**config.mk**
```make
export PLATFORM = sky130hd
export DESIGN_NAME = i2s_mic_rx
export DESIGN_NICKNAME = d
export VERILOG_FILES = /design/src/rtl/i2s_mic_pkg.sv /design/src/rtl/i2s_sck_gen.sv /design/src/rtl/i2s_slot_fsm.sv /design/src/rtl/i2s_sample_cap.sv /design/src/rtl/i2s_mic_rx.sv
export SDC_FILE = /design/constraint.sdc
export NUM_CORES = 1
export LEC_CHECK = 0
export ABC_AREA = 1
export CORE_MARGIN = 2
export CORE_UTILIZATION = 58
export DETAILED_ROUTE_END_ITERATION = 6
export PLACE_DENSITY = 0.8
export SLEW_MARGIN = 10
export SYNTH_ARGS = -nofsm -noshare
export SYNTH_HDL_FRONTEND = slang
export SYNTH_HIERARCHICAL = 1
export SYNTH_SLANG_ARGS = --single-unit
```
**constraint.sdc**
```tcl
create_clock -name clk -period 3.3 [get_ports clk]
set_input_delay 0.66 -clock clk [delete_from_list [all_inputs] [get_ports clk]]
set_output_delay 0.66 -clock clk [all_outputs]
set_load 0.005 [all_outputs]
```
**src/rtl/i2s_mic_pkg.sv**
```systemverilog
package i2s_mic_pkg;

    typedef enum logic [1:0] {
        ST_IDLE = 2'd0,
        ST_LEAD = 2'd1,
        ST_DATA = 2'd2,
        ST_TAIL = 2'd3
    } slot_state_t;

    typedef enum logic {
        CH_LEFT  = 1'b0,
        CH_RIGHT = 1'b1
    } chan_t;

endpackage

```
**src/rtl/i2s_sck_gen.sv**
```systemverilog
module i2s_sck_gen #(
    parameter int CLK_DIV = 32
) (
    input  logic clk,
    input  logic rst_n,
    input  logic en_i,
    output logic sck_o,
    output logic rise_o,
    output logic fall_o
);
    localparam int CW = (CLK_DIV > 2) ? $clog2(CLK_DIV) : 1;
    localparam logic [CW-1:0] HALF_M1 = CW'(CLK_DIV / 2 - 1);
    localparam logic [CW-1:0] LAST    = CW'(CLK_DIV - 1);

    logic [CW-1:0] cnt;

    // Tick pulses announce what the coming clk edge will do to sck.
    assign rise_o = en_i && (cnt == HALF_M1);
    assign fall_o = en_i && (cnt == LAST);

    always_ff @(posedge clk or negedge rst_n) begin
        if (!rst_n) begin
            cnt   <= '0;
            sck_o <= 1'b0;
        end else if (!en_i) begin
            cnt   <= '0;
            sck_o <= 1'b0;
        end else begin
            if (cnt == LAST) begin
                cnt <= '0;
            end else begin
                cnt <= cnt + CW'(1);
            end
            if (rise_o) begin
                sck_o <= 1'b1;
            end else if (fall_o) begin
                sck_o <= 1'b0;
            end
        end
    end

    AST_SCK_PARKED: assert property (@(posedge clk) disable iff (!rst_n)
        !en_i |=> !sck_o);
    AST_SCK_RISE_MID: assert property (@(posedge clk) disable iff (!rst_n)
        $rose(sck_o) |-> (cnt == HALF_M1 + CW'(1)));
    AST_SCK_FALL_WRAP: assert property (@(posedge clk) disable iff (!rst_n)
        ($fell(sck_o) && en_i && $past(en_i)) |-> (cnt == '0));

endmodule

```
**src/rtl/i2s_slot_fsm.sv**
```systemverilog
module i2s_slot_fsm
    import i2s_mic_pkg::*;
#(
    parameter int SLOT_BITS = 32,
    parameter int DATA_BITS = 24
) (
    input  logic                         clk,
    input  logic                         rst_n,
    input  logic                         en_i,
    input  logic                         sck_i,
    input  logic                         fall_i,
    output slot_state_t                  state_o,
    output logic [$clog2(SLOT_BITS)-1:0] sbit_o,
    output chan_t                        chan_o
);
    localparam int SBW = $clog2(SLOT_BITS);
    localparam logic [SBW-1:0] LAST_DATA = SBW'(DATA_BITS);
    localparam logic [SBW-1:0] LAST_SLOT = SBW'(SLOT_BITS - 1);

    slot_state_t    state_q, state_n;
    logic [SBW-1:0] sbit_q, sbit_n;
    chan_t          chan_q, chan_n;

    // State register process
    always_ff @(posedge clk or negedge rst_n) begin
        if (!rst_n) begin
            state_q <= ST_IDLE;
            sbit_q  <= '0;
            chan_q  <= CH_LEFT;
        end else begin
            state_q <= state_n;
            sbit_q  <= sbit_n;
            chan_q  <= chan_n;
        end
    end

    // Next-state process: slot position advances on sck falling ticks
    always_comb begin
        state_n = state_q;
        sbit_n  = sbit_q;
        chan_n  = chan_q;
        if (!en_i) begin
            state_n = ST_IDLE;
            sbit_n  = '0;
            chan_n  = CH_LEFT;
        end else begin
            unique case (state_q)
                ST_IDLE: begin
                    state_n = ST_LEAD;
                    sbit_n  = '0;
                    chan_n  = CH_LEFT;
                end
                ST_LEAD: begin
                    if (fall_i) begin
                        state_n = ST_DATA;
                        sbit_n  = sbit_q + SBW'(1);
                    end
                end
                ST_DATA: begin
                    if (fall_i) begin
                        sbit_n = sbit_q + SBW'(1);
                        if (sbit_q == LAST_DATA) begin
                            state_n = ST_TAIL;
                        end
                    end
                end
                ST_TAIL: begin
                    if (fall_i) begin
                        if (sbit_q == LAST_SLOT) begin
                            state_n = ST_LEAD;
                            sbit_n  = '0;
                            chan_n  = (chan_q == CH_LEFT) ? CH_RIGHT : CH_LEFT;
                        end else begin
                            sbit_n = sbit_q + SBW'(1);
                        end
                    end
                end
                default: begin
                    state_n = ST_IDLE;
                end
            endcase
        end
    end

    // Output process
    always_comb begin
        state_o = state_q;
        sbit_o  = sbit_q;
        chan_o  = chan_q;
    end

    AST_WS_ON_FALL: assert property (@(posedge clk) disable iff (!rst_n)
        $rose(chan_q) |-> $fell(sck_i));
    AST_WS_PARKED: assert property (@(posedge clk) disable iff (!rst_n)
        !en_i |=> (chan_q == CH_LEFT));
    AST_LEAD_AT_ZERO: assert property (@(posedge clk) disable iff (!rst_n)
        (state_q == ST_LEAD) |-> (sbit_q == '0));

endmodule

```
**src/rtl/i2s_sample_cap.sv**
```systemverilog
module i2s_sample_cap
    import i2s_mic_pkg::*;
#(
    parameter int SLOT_BITS = 32,
    parameter int DATA_BITS = 24,
    parameter int OUT_BITS  = 32
) (
    input  logic                         clk,
    input  logic                         rst_n,
    input  logic                         rise_i,
    input  logic                         sck_i,
    input  slot_state_t                  state_i,
    input  logic [$clog2(SLOT_BITS)-1:0] sbit_i,
    input  chan_t                        chan_i,
    input  logic                         keep_right_i,
    input  logic                         sd_i,
    output logic [OUT_BITS-1:0]          data_o,
    output logic                         right_o,
    output logic                         valid_o
);
    localparam int SBW = $clog2(SLOT_BITS);
    localparam int PAD = OUT_BITS - DATA_BITS;
    localparam logic [SBW-1:0] LAST_DATA = SBW'(DATA_BITS);

    logic [DATA_BITS-2:0] shreg;
    logic [DATA_BITS-1:0] word;
    logic                 take_bit;
    logic                 last_bit;
    logic                 deliver;

    assign take_bit = rise_i && (state_i == ST_DATA);
    assign last_bit = take_bit && (sbit_i == LAST_DATA);
    assign word     = {shreg, sd_i};
    assign deliver  = last_bit && ((chan_i == CH_LEFT) || keep_right_i);

    always_ff @(posedge clk or negedge rst_n) begin
        if (!rst_n) begin
            shreg <= '0;
        end else if (take_bit) begin
            shreg <= word[DATA_BITS-2:0];
        end
    end

    always_ff @(posedge clk or negedge rst_n) begin
        if (!rst_n) begin
            data_o  <= '0;
            right_o <= 1'b0;
            valid_o <= 1'b0;
        end else begin
            valid_o <= deliver;
            if (deliver) begin
                data_o  <= {{PAD{word[DATA_BITS-1]}}, word};
                right_o <= (chan_i == CH_RIGHT);
            end
        end
    end

    AST_VALID_AT_RISE: assert property (@(posedge clk) disable iff (!rst_n)
        valid_o |-> $rose(sck_i));
    AST_VALID_SINGLE: assert property (@(posedge clk) disable iff (!rst_n)
        valid_o |=> !valid_o);
    AST_DATA_HELD: assert property (@(posedge clk) disable iff (!rst_n)
        !valid_o |-> ($stable(data_o) && $stable(right_o)));
    AST_SIGN_FILL: assert property (@(posedge clk) disable iff (!rst_n)
        valid_o |-> (data_o[OUT_BITS-1:DATA_BITS] == {PAD{data_o[DATA_BITS-1]}}));

endmodule

```
**src/rtl/i2s_mic_rx.sv**
```systemverilog
module i2s_mic_rx
    import i2s_mic_pkg::*;
#(
    parameter int CLK_DIV   = 32,
    parameter int SLOT_BITS = 32,
    parameter int DATA_BITS = 24,
    parameter int OUT_BITS  = 32
) (
    input  logic                clk,
    input  logic                rst_n,
    input  logic                en,
    input  logic                keep_right,
    input  logic                sd,
    output logic                sck,
    output logic                ws,
    output logic [OUT_BITS-1:0] sample_data,
    output logic                sample_right,
    output logic                sample_valid
);
    localparam int SBW = $clog2(SLOT_BITS);

    logic                rise_tick;
    logic                fall_tick;
    logic                sck_int;
    slot_state_t         state;
    logic [SBW-1:0]      sbit;
    chan_t               chan;

    i2s_sck_gen #(.CLK_DIV(CLK_DIV)) sck_gen_i (
        .clk    (clk),
        .rst_n  (rst_n),
        .en_i   (en),
        .sck_o  (sck_int),
        .rise_o (rise_tick),
        .fall_o (fall_tick)
    );

    i2s_slot_fsm #(.SLOT_BITS(SLOT_BITS), .DATA_BITS(DATA_BITS)) slot_fsm_i (
        .clk     (clk),
        .rst_n   (rst_n),
        .en_i    (en),
        .sck_i   (sck_int),
        .fall_i  (fall_tick),
        .state_o (state),
        .sbit_o  (sbit),
        .chan_o  (chan)
    );

    i2s_sample_cap #(
        .SLOT_BITS (SLOT_BITS),
        .DATA_BITS (DATA_BITS),
        .OUT_BITS  (OUT_BITS)
    ) sample_cap_i (
        .clk          (clk),
        .rst_n        (rst_n),
        .rise_i       (rise_tick),
        .sck_i        (sck_int),
        .state_i      (state),
        .sbit_i       (sbit),
        .chan_i       (chan),
        .keep_right_i (keep_right),
        .sd_i         (sd),
        .data_o       (sample_data),
        .right_o      (sample_right),
        .valid_o      (sample_valid)
    );

    assign sck = sck_int;
    assign ws  = (chan == CH_RIGHT);

    AST_RESET_QUIET: assert property (@(posedge clk)
        !rst_n |-> (!sck && !ws && !sample_valid));

endmodule

```
==> results of run 1 <==
-- power by group through the flow --
| stage | combinational [mW] | clock (mW) | sequential (mW) |
|---|---|---|---|
| floorplan | 0.174 | 0 | 0.832 |
| global placement | 0.228 | 0 | 0.839 |
| detailed placement | 0.238 | 0 | 0.839 |
| CTS | 0.239 | 0.556 | 0.826 |
| global route | 0.272 | 0.585 | 0.829 |
| finish | 0.237 | 0.539 | 0.827 |
-- layout make-up --
type	instances	area (um^2)	area share (%)
timing repair buffer	44	437.9	12.62
multi-input combinational	232	1100	31.69
clock buffer	11	141.4	4.074
tap	67	83.83	2.415
clock inverter	2	10.01	0.2884
sequential	63	1577	45.42
inverter	32	121.4	3.497
-- cells in the mapped netlist, drive strengths merged --
master  instances
nand3          34
clkinv          3
nand4           3
nor3b           1
nand2         151
a21oi           1
dfrtp          63
ha             10
nor2           21
o22ai           1
buf            19
inv            29
o21ai           9
or2             1
-- routing by layer --
layer	wire, um	global-route usage, %
met2	2569	33.04
met1	2319	25.77
met5	0	0
met4	57	9.942
met3	225	4.101
-- sequential cells by signal (all words and copies together) (netlist names) --
| register | count |
|---|---|
| sample_cap_i/right_o | 1 |
| sample_cap_i/valid_o | 1 |
| slot_fsm_i/state_o | 2 |
| slot_fsm_i/sbit_o | 5 |
| sample_cap_i/data_o | 24 |
| slot_fsm_i/chan_o | 1 |
| sample_cap_i/shreg | 23 |
| sck_gen_i/cnt | 5 |
| sck_gen_i/sck_o | 1 |
-- worst max-delay path: stages, from the launching register on --
cell and delay [ps]:
dfrtp_1 380, ha_1 180, nand2_1 70, nor2_1 150, ha_1 170, nand2_1 60
inv_1 50, nand2_1 70, nor2_4 380, inv_1 430, nand2_1 190, o21ai_2 60
-- worst paths after layout --
| kind | cells after the start | end | slack, ps | start |
|---|---|---|---|---|
| min | 1 | sample_cap_i/data_o[18]$_DFFE_PN0P_ | 330 | rst_n |
| max | 11 | sample_cap_i/shreg[15]$_DFFE_PN0P_ | 960 | sck_gen_i/cnt[0]$_DFF_PN0_ |
| min in group clk | 2 | sample_cap_i/data_o[11]$_DFFE_PN0P_ | 470 | sample_cap_i/data_o[11]$_DFFE_PN0P_ |
| min reg2reg | 2 | sample_cap_i/data_o[11]$_DFFE_PN0P_ | 470 | sample_cap_i/data_o[11]$_DFFE_PN0P_ |
| max reg2reg | 11 | sample_cap_i/shreg[15]$_DFFE_PN0P_ | 960 | sck_gen_i/cnt[0]$_DFF_PN0_ |
| max in group asynchronous | 2 | sample_cap_i/right_o$_DFFE_PN0P_ | 2270 | rst_n |
-- cell families after synthesis --
logic type,Yosys count,share of synthesized area [%]
simple gates,211,30.81
flops,63,53.32
buf+inv,51,9.480
compound gates,11,2.158
fa+ha+maj,10,4.232
-- per-stage QoR --
step,hold WS [ps],total power [mW],util [%],std cells,setup slack (ps)
after global routing,365.7,1.686,72.05,451,663.9
after floorplan,364.4,1.007,-,346,1653
after detailed placement,457.4,1.077,68.91,438,733.5
after CTS,336.4,1.620,72.05,451,959.7
final,329.7,1.603,72.05,451,962.0
after global placement,453.3,1.067,68.91,438,786.4
==> flow_metrics.env, run 1 <==
export IMPL_cts_resized=0
export IMPL_hold_viol_final=0
export IMPL_drt_pass1_iter_count=5
export IMPL_num_io_pins=41
export IMPL_grt_max_degree=33
export IMPL_final_area_um2=3471
export IMPL_dieArea_um2=5684
export IMPL_cts_tree="built"
export IMPL_combPwrFrac_pct=14.8
export IMPL_power_frac_clock_pct=33.6
export IMPL_finalMaxSlewViolations=0
export IMPL_arrival_ps=2530
export IMPL_cts_buffers=9
export IMPL_htree_levels=3
export IMPL_grt_pass1_wl_um=8638
export IMPL_sequentialPowerShare_pct=51.6
export IMPL_fin_setup_tns_ps=0
export IMPL_drv_cap=0
export IMPL_synth_area_leader_cell="dfrtp_1"
export IMPL_post_dp_cell_area_um2=3319
export IMPL_cp_end_kind="flop"
export IMPL_grt_usage_pct=20.21
export IMPL_synth_warnings=6
export IMPL_cts_sinks=63
export IMPL_synth_top_cell_area_share_pct=53.32
export IMPL_vias=2205
export IMPL_clockRootBuffer="clkbuf_8"
export IMPL_period_minus_slack_ps=2338
export IMPL_min_period_over_period_pct=70.85
export IMPL_ys_seq_area_share_pct=53.32
export IMPL_synth_distinct_cells=25
export IMPL_tightestPinTransition_ps=634.6
export IMPL_critical_path_max_fanout=23
export IMPL_diodes=0
export IMPL_vias_per_cell=4.889
export IMPL_cellInternalPower_mw=1.153
export IMPL_gp_congestion=0.8483
export IMPL_min_path_type="in -> async"
export IMPL_status="finished, final reports clean"
export IMPL_switching_power_mw=0.4500
export IMPL_ctsHoldBuffers=0
export IMPL_clock_skew_ps=5.842
export IMPL_die_w_um=75.40
export IMPL_netlist_instances=346
export IMPL_peakVddDrop_mv=0.3871
export IMPL_critPathKind="reg -> reg"
export IMPL_rsz0062_at_grt="false"
export IMPL_initial_core_util_pct=61.38
export IMPL_grt_pass1_vias=2015
export IMPL_wire_per_inst_um=11.46
export IMPL_fmax_ghz=0.4277
export IMPL_area_growth_pct=17.39
export IMPL_row_count=25
export IMPL_antenna_found_initial=0
export IMPL_final_cell_mix="148 x nand2_1, 63 x dfrtp_1, 39 x clkdlybuf4s50_1, 31 x nand3_1, 27 x inv_1"
export IMPL_syn_cell_area_um2=2957
export IMPL_leakage_nw=1.854
export IMPL_fp_dieH_um=75.40
export IMPL_fillers=409
export IMPL_p_per_area_nw_per_um2=461.8
export IMPL_drtAntennaViolNets=0
export IMPL_fin_nets=397
export IMPL_drive_above_1_share_pct=8.333
export IMPL_overflow=0
export IMPL_ys_ff_latch=63
export IMPL_syn_avg_cell_area_um2=8.545
export IMPL_final_common_cell="nand2_1"
export IMPL_core_um2=4817
export IMPL_routed_wl_um=5170
export IMPL_setup_viol=0
export IMPL_cts_clk_slew_worst_paths_ps=60
export IMPL_start_kind="flop"
export IMPL_port_buffers=40
export IMPL_clk_latency_ps=320
export IMPL_dp_hpwl_um=3591
export IMPL_syn_num_nets=361
export IMPL_cp_required_ps=3490
export IMPL_cts_setup_buffers=0
export IMPL_drc=0
export IMPL_swShare_pct=28.07
export IMPL_clockBufferDepth=2
export IMPL_synthTopCellsByArea="dfrtp_1 53%, nand2_1 19%, nand3_1 5.2%"
export IMPL_drt_initial_drc_count=155
export IMPL_max_slew_margin_rel_pct=57.64
(Power assumes the default switching activity.)
==> inputs of run 2 (changes only) <==
--- a/config.mk
+++ b/config.mk
@@ -7,9 +7,9 @@
 export LEC_CHECK = 0
 export ABC_AREA = 1
 export CORE_MARGIN = 2
-export CORE_UTILIZATION = 58
+export CORE_UTILIZATION = 49
 export DETAILED_ROUTE_END_ITERATION = 6
-export PLACE_DENSITY = 0.8
+export PLACE_DENSITY = 0.72
 export SLEW_MARGIN = 10
 export SYNTH_ARGS = -nofsm -noshare
 export SYNTH_HDL_FRONTEND = slang
==> constraint.sdc (replaced) <==
create_clock -name clk -period 2 [get_ports clk]
set_input_delay 0.4 -clock clk [delete_from_list [all_inputs] [get_ports clk]]
set_output_delay 0.4 -clock clk [all_outputs]
set_load 0.005 [all_outputs]
==> flow_metrics.env, run 2 (same netlist as run 1, synthesis figures left out) <==
export IMPL_grt_pass1_wl_um=9052
export IMPL_final_common_cell="nand2_1"
export IMPL_period_minus_slack_ps=2010
export IMPL_grt_pass1_vias=2059
export IMPL_status="complete, but fails checks"
export IMPL_antenna_found_initial=0
export IMPL_fin_nets=406
export IMPL_critical_path_max_fanout=7
export IMPL_start_kind="flop"
export IMPL_met3WireLength_um=377
export IMPL_grt_max_degree=64
export IMPL_worst_slack_ps=-9.764
export IMPL_critPathKind="reg -> reg"
export IMPL_setup_viol=2
export IMPL_vias=2288
export IMPL_finalMaxSlewViolations=0
export IMPL_fp_dieH_um=81.68
export IMPL_diodes=0
export IMPL_htree_levels=3
export IMPL_ff2ff_path_depth=12
export IMPL_cts_clk_slew_worst_paths_ps=70
export IMPL_area_growth_pct=25.52
export IMPL_tightestPinTransition_ps=741.3
export IMPL_cts_buffers=9
export IMPL_met2_length_um=2820
export IMPL_arrival_ps=2230
export IMPL_drv_cap=0
export IMPL_clock_skew_ps=7.353
export IMPL_initial_core_util_pct=50.23
export IMPL_r2r_slack_ps=-10
export IMPL_largest_register="sample_cap_i/data_o"
export IMPL_clockRootBuffer="clkbuf_8"
export IMPL_overflow=0
export IMPL_pre_cts_ws_ps=29.11
export IMPL_fmax_ghz=0.4976
export IMPL_top_layer="met4"
export IMPL_cts_sinks=63
export IMPL_core_um2=5886
export IMPL_rsz0062_at_grt="true"
export IMPL_dp_hpwl_um=3355
export IMPL_row_count=28
export IMPL_min_path_type="in -> async"
export IMPL_p_per_area_nw_per_um2=763.7
export IMPL_clk_latency_ps=330
export IMPL_die_w_um=81.68
export IMPL_cp_end_kind="flop"
export IMPL_max_slew_margin_rel_pct=50.39
export IMPL_drt_initial_drc_count=193
export IMPL_violations="negative setup slack"
export IMPL_vias_per_cell=4.858
export IMPL_largest_reg_flops=24
export IMPL_final_cell_mix="139 x nand2_1, 63 x dfrtp_1, 39 x clkdlybuf4s50_1, 31 x nand3_1, 25 x inv_1"
export IMPL_gp_congestion=0.8488
export IMPL_wl_met1_um=2527
export IMPL_leakage_nw=1.917
export IMPL_grt_usage_pct=17.82
export IMPL_cts_tree="built"
export IMPL_drt_pass1_iter_count=4
export IMPL_place_inst=448
export IMPL_drtAntennaViolNets=0
export IMPL_clockBufferDepth=2
export IMPL_drive_above_1_share_pct=14.65
export IMPL_routed_wl_um=5769
export IMPL_timing_rr_end="sample_cap_i/data_o[0]$_DFFE_PN0P_"
export IMPL_hold_viol_final=0
export IMPL_min_period_over_period_pct=100.5
export IMPL_peakVddDrop_mv=0.6194
export IMPL_power_total_mw=2.834
export IMPL_wire_per_inst_um=12.25
export IMPL_fin_setup_tns_ps=-19.40
export IMPL_port_buffers=40
export IMPL_cp_required_ps=2220
export IMPL_largestRegisters="sample_cap_i/data_o (24), sample_cap_i/shreg (23)"
export IMPL_r2r_start="sck_gen_i/cnt[0]$_DFF_PN0_"
export IMPL_drc=0
export IMPL_fin_cells=471
export IMPL_num_io_pins=41
export IMPL_dieArea_um2=6671
export IMPL_holdWs_ps=55.06
[run 2: final cells by class]
cell class	count	area, um^2
tap	75	93.84
timing repair buffer	50	550.5
multi-input combinational	235	1180
inverter	32	121.4
clock buffer	10	127.6
sequential	63	1577
fill	494	2175
clock inverter	6	61.31
[run 2: timing repair]
action / 4_1_cts / 5_1_grt
hold endpoints to repair: 0 / 0
endpoints found under the setup margin: 0 / 52
buffers inserted: 0 / 3
gates resized for setup: 0 / 20
hold buffers: 0 / 0
[run 2: metrics by stage]
stage                     utilization (%)  instance area, um^2
after CTS                           60.46                 3558
final                               63.05                 3711
after floorplan                         -                 2957
after detailed placement            57.25                 3369
after global routing                63.05                 3711
after global placement              57.25                 3369
[run 2: per-layer routing]
layer	up-vias	track usage, %
li1	1152	-
met1	1075	22.58
met2	57	28.69
met3	4	7.143
met4	0	4.500
met5	-	0
[run 2: worst max-delay path, stage by stage, from the launching register on]
cell     delay [ps]
dfrtp_1         400
ha_2            210
nand2_2          80
nor2_4          130
ha_2            190
nand2_2          60
inv_2            60
nand2_2          60
nor2_4          170
buf_12          160
nand3_4         180
nand2_2         150
nand2_1          60
[run 2: how the worst max path moves through the flow]
stage                               start                                   to  depth (start not counted)
2_1_floorplan  sck_gen_i/cnt[0]$_DFF_PN0_  sample_cap_i/data_o[10]$_DFFE_PN0P_                         12
3_3_place_gp                           en   sample_cap_i/data_o[1]$_DFFE_PN0P_                          8
3_5_place_dp   sck_gen_i/cnt[0]$_DFF_PN0_  sample_cap_i/data_o[13]$_DFFE_PN0P_                         11
4_1_cts        sck_gen_i/cnt[0]$_DFF_PN0_  sample_cap_i/data_o[13]$_DFFE_PN0P_                         11
5_1_grt        sck_gen_i/cnt[0]$_DFF_PN0_  sample_cap_i/data_o[13]$_DFFE_PN0P_                         12
6_report       sck_gen_i/cnt[0]$_DFF_PN0_   sample_cap_i/data_o[0]$_DFFE_PN0P_                         12
[run 2: where the power goes]
group          internal, mW  switching (mW)
clock network         0.571           0.480
logic                 0.143           0.279
registers              1.31          0.0544
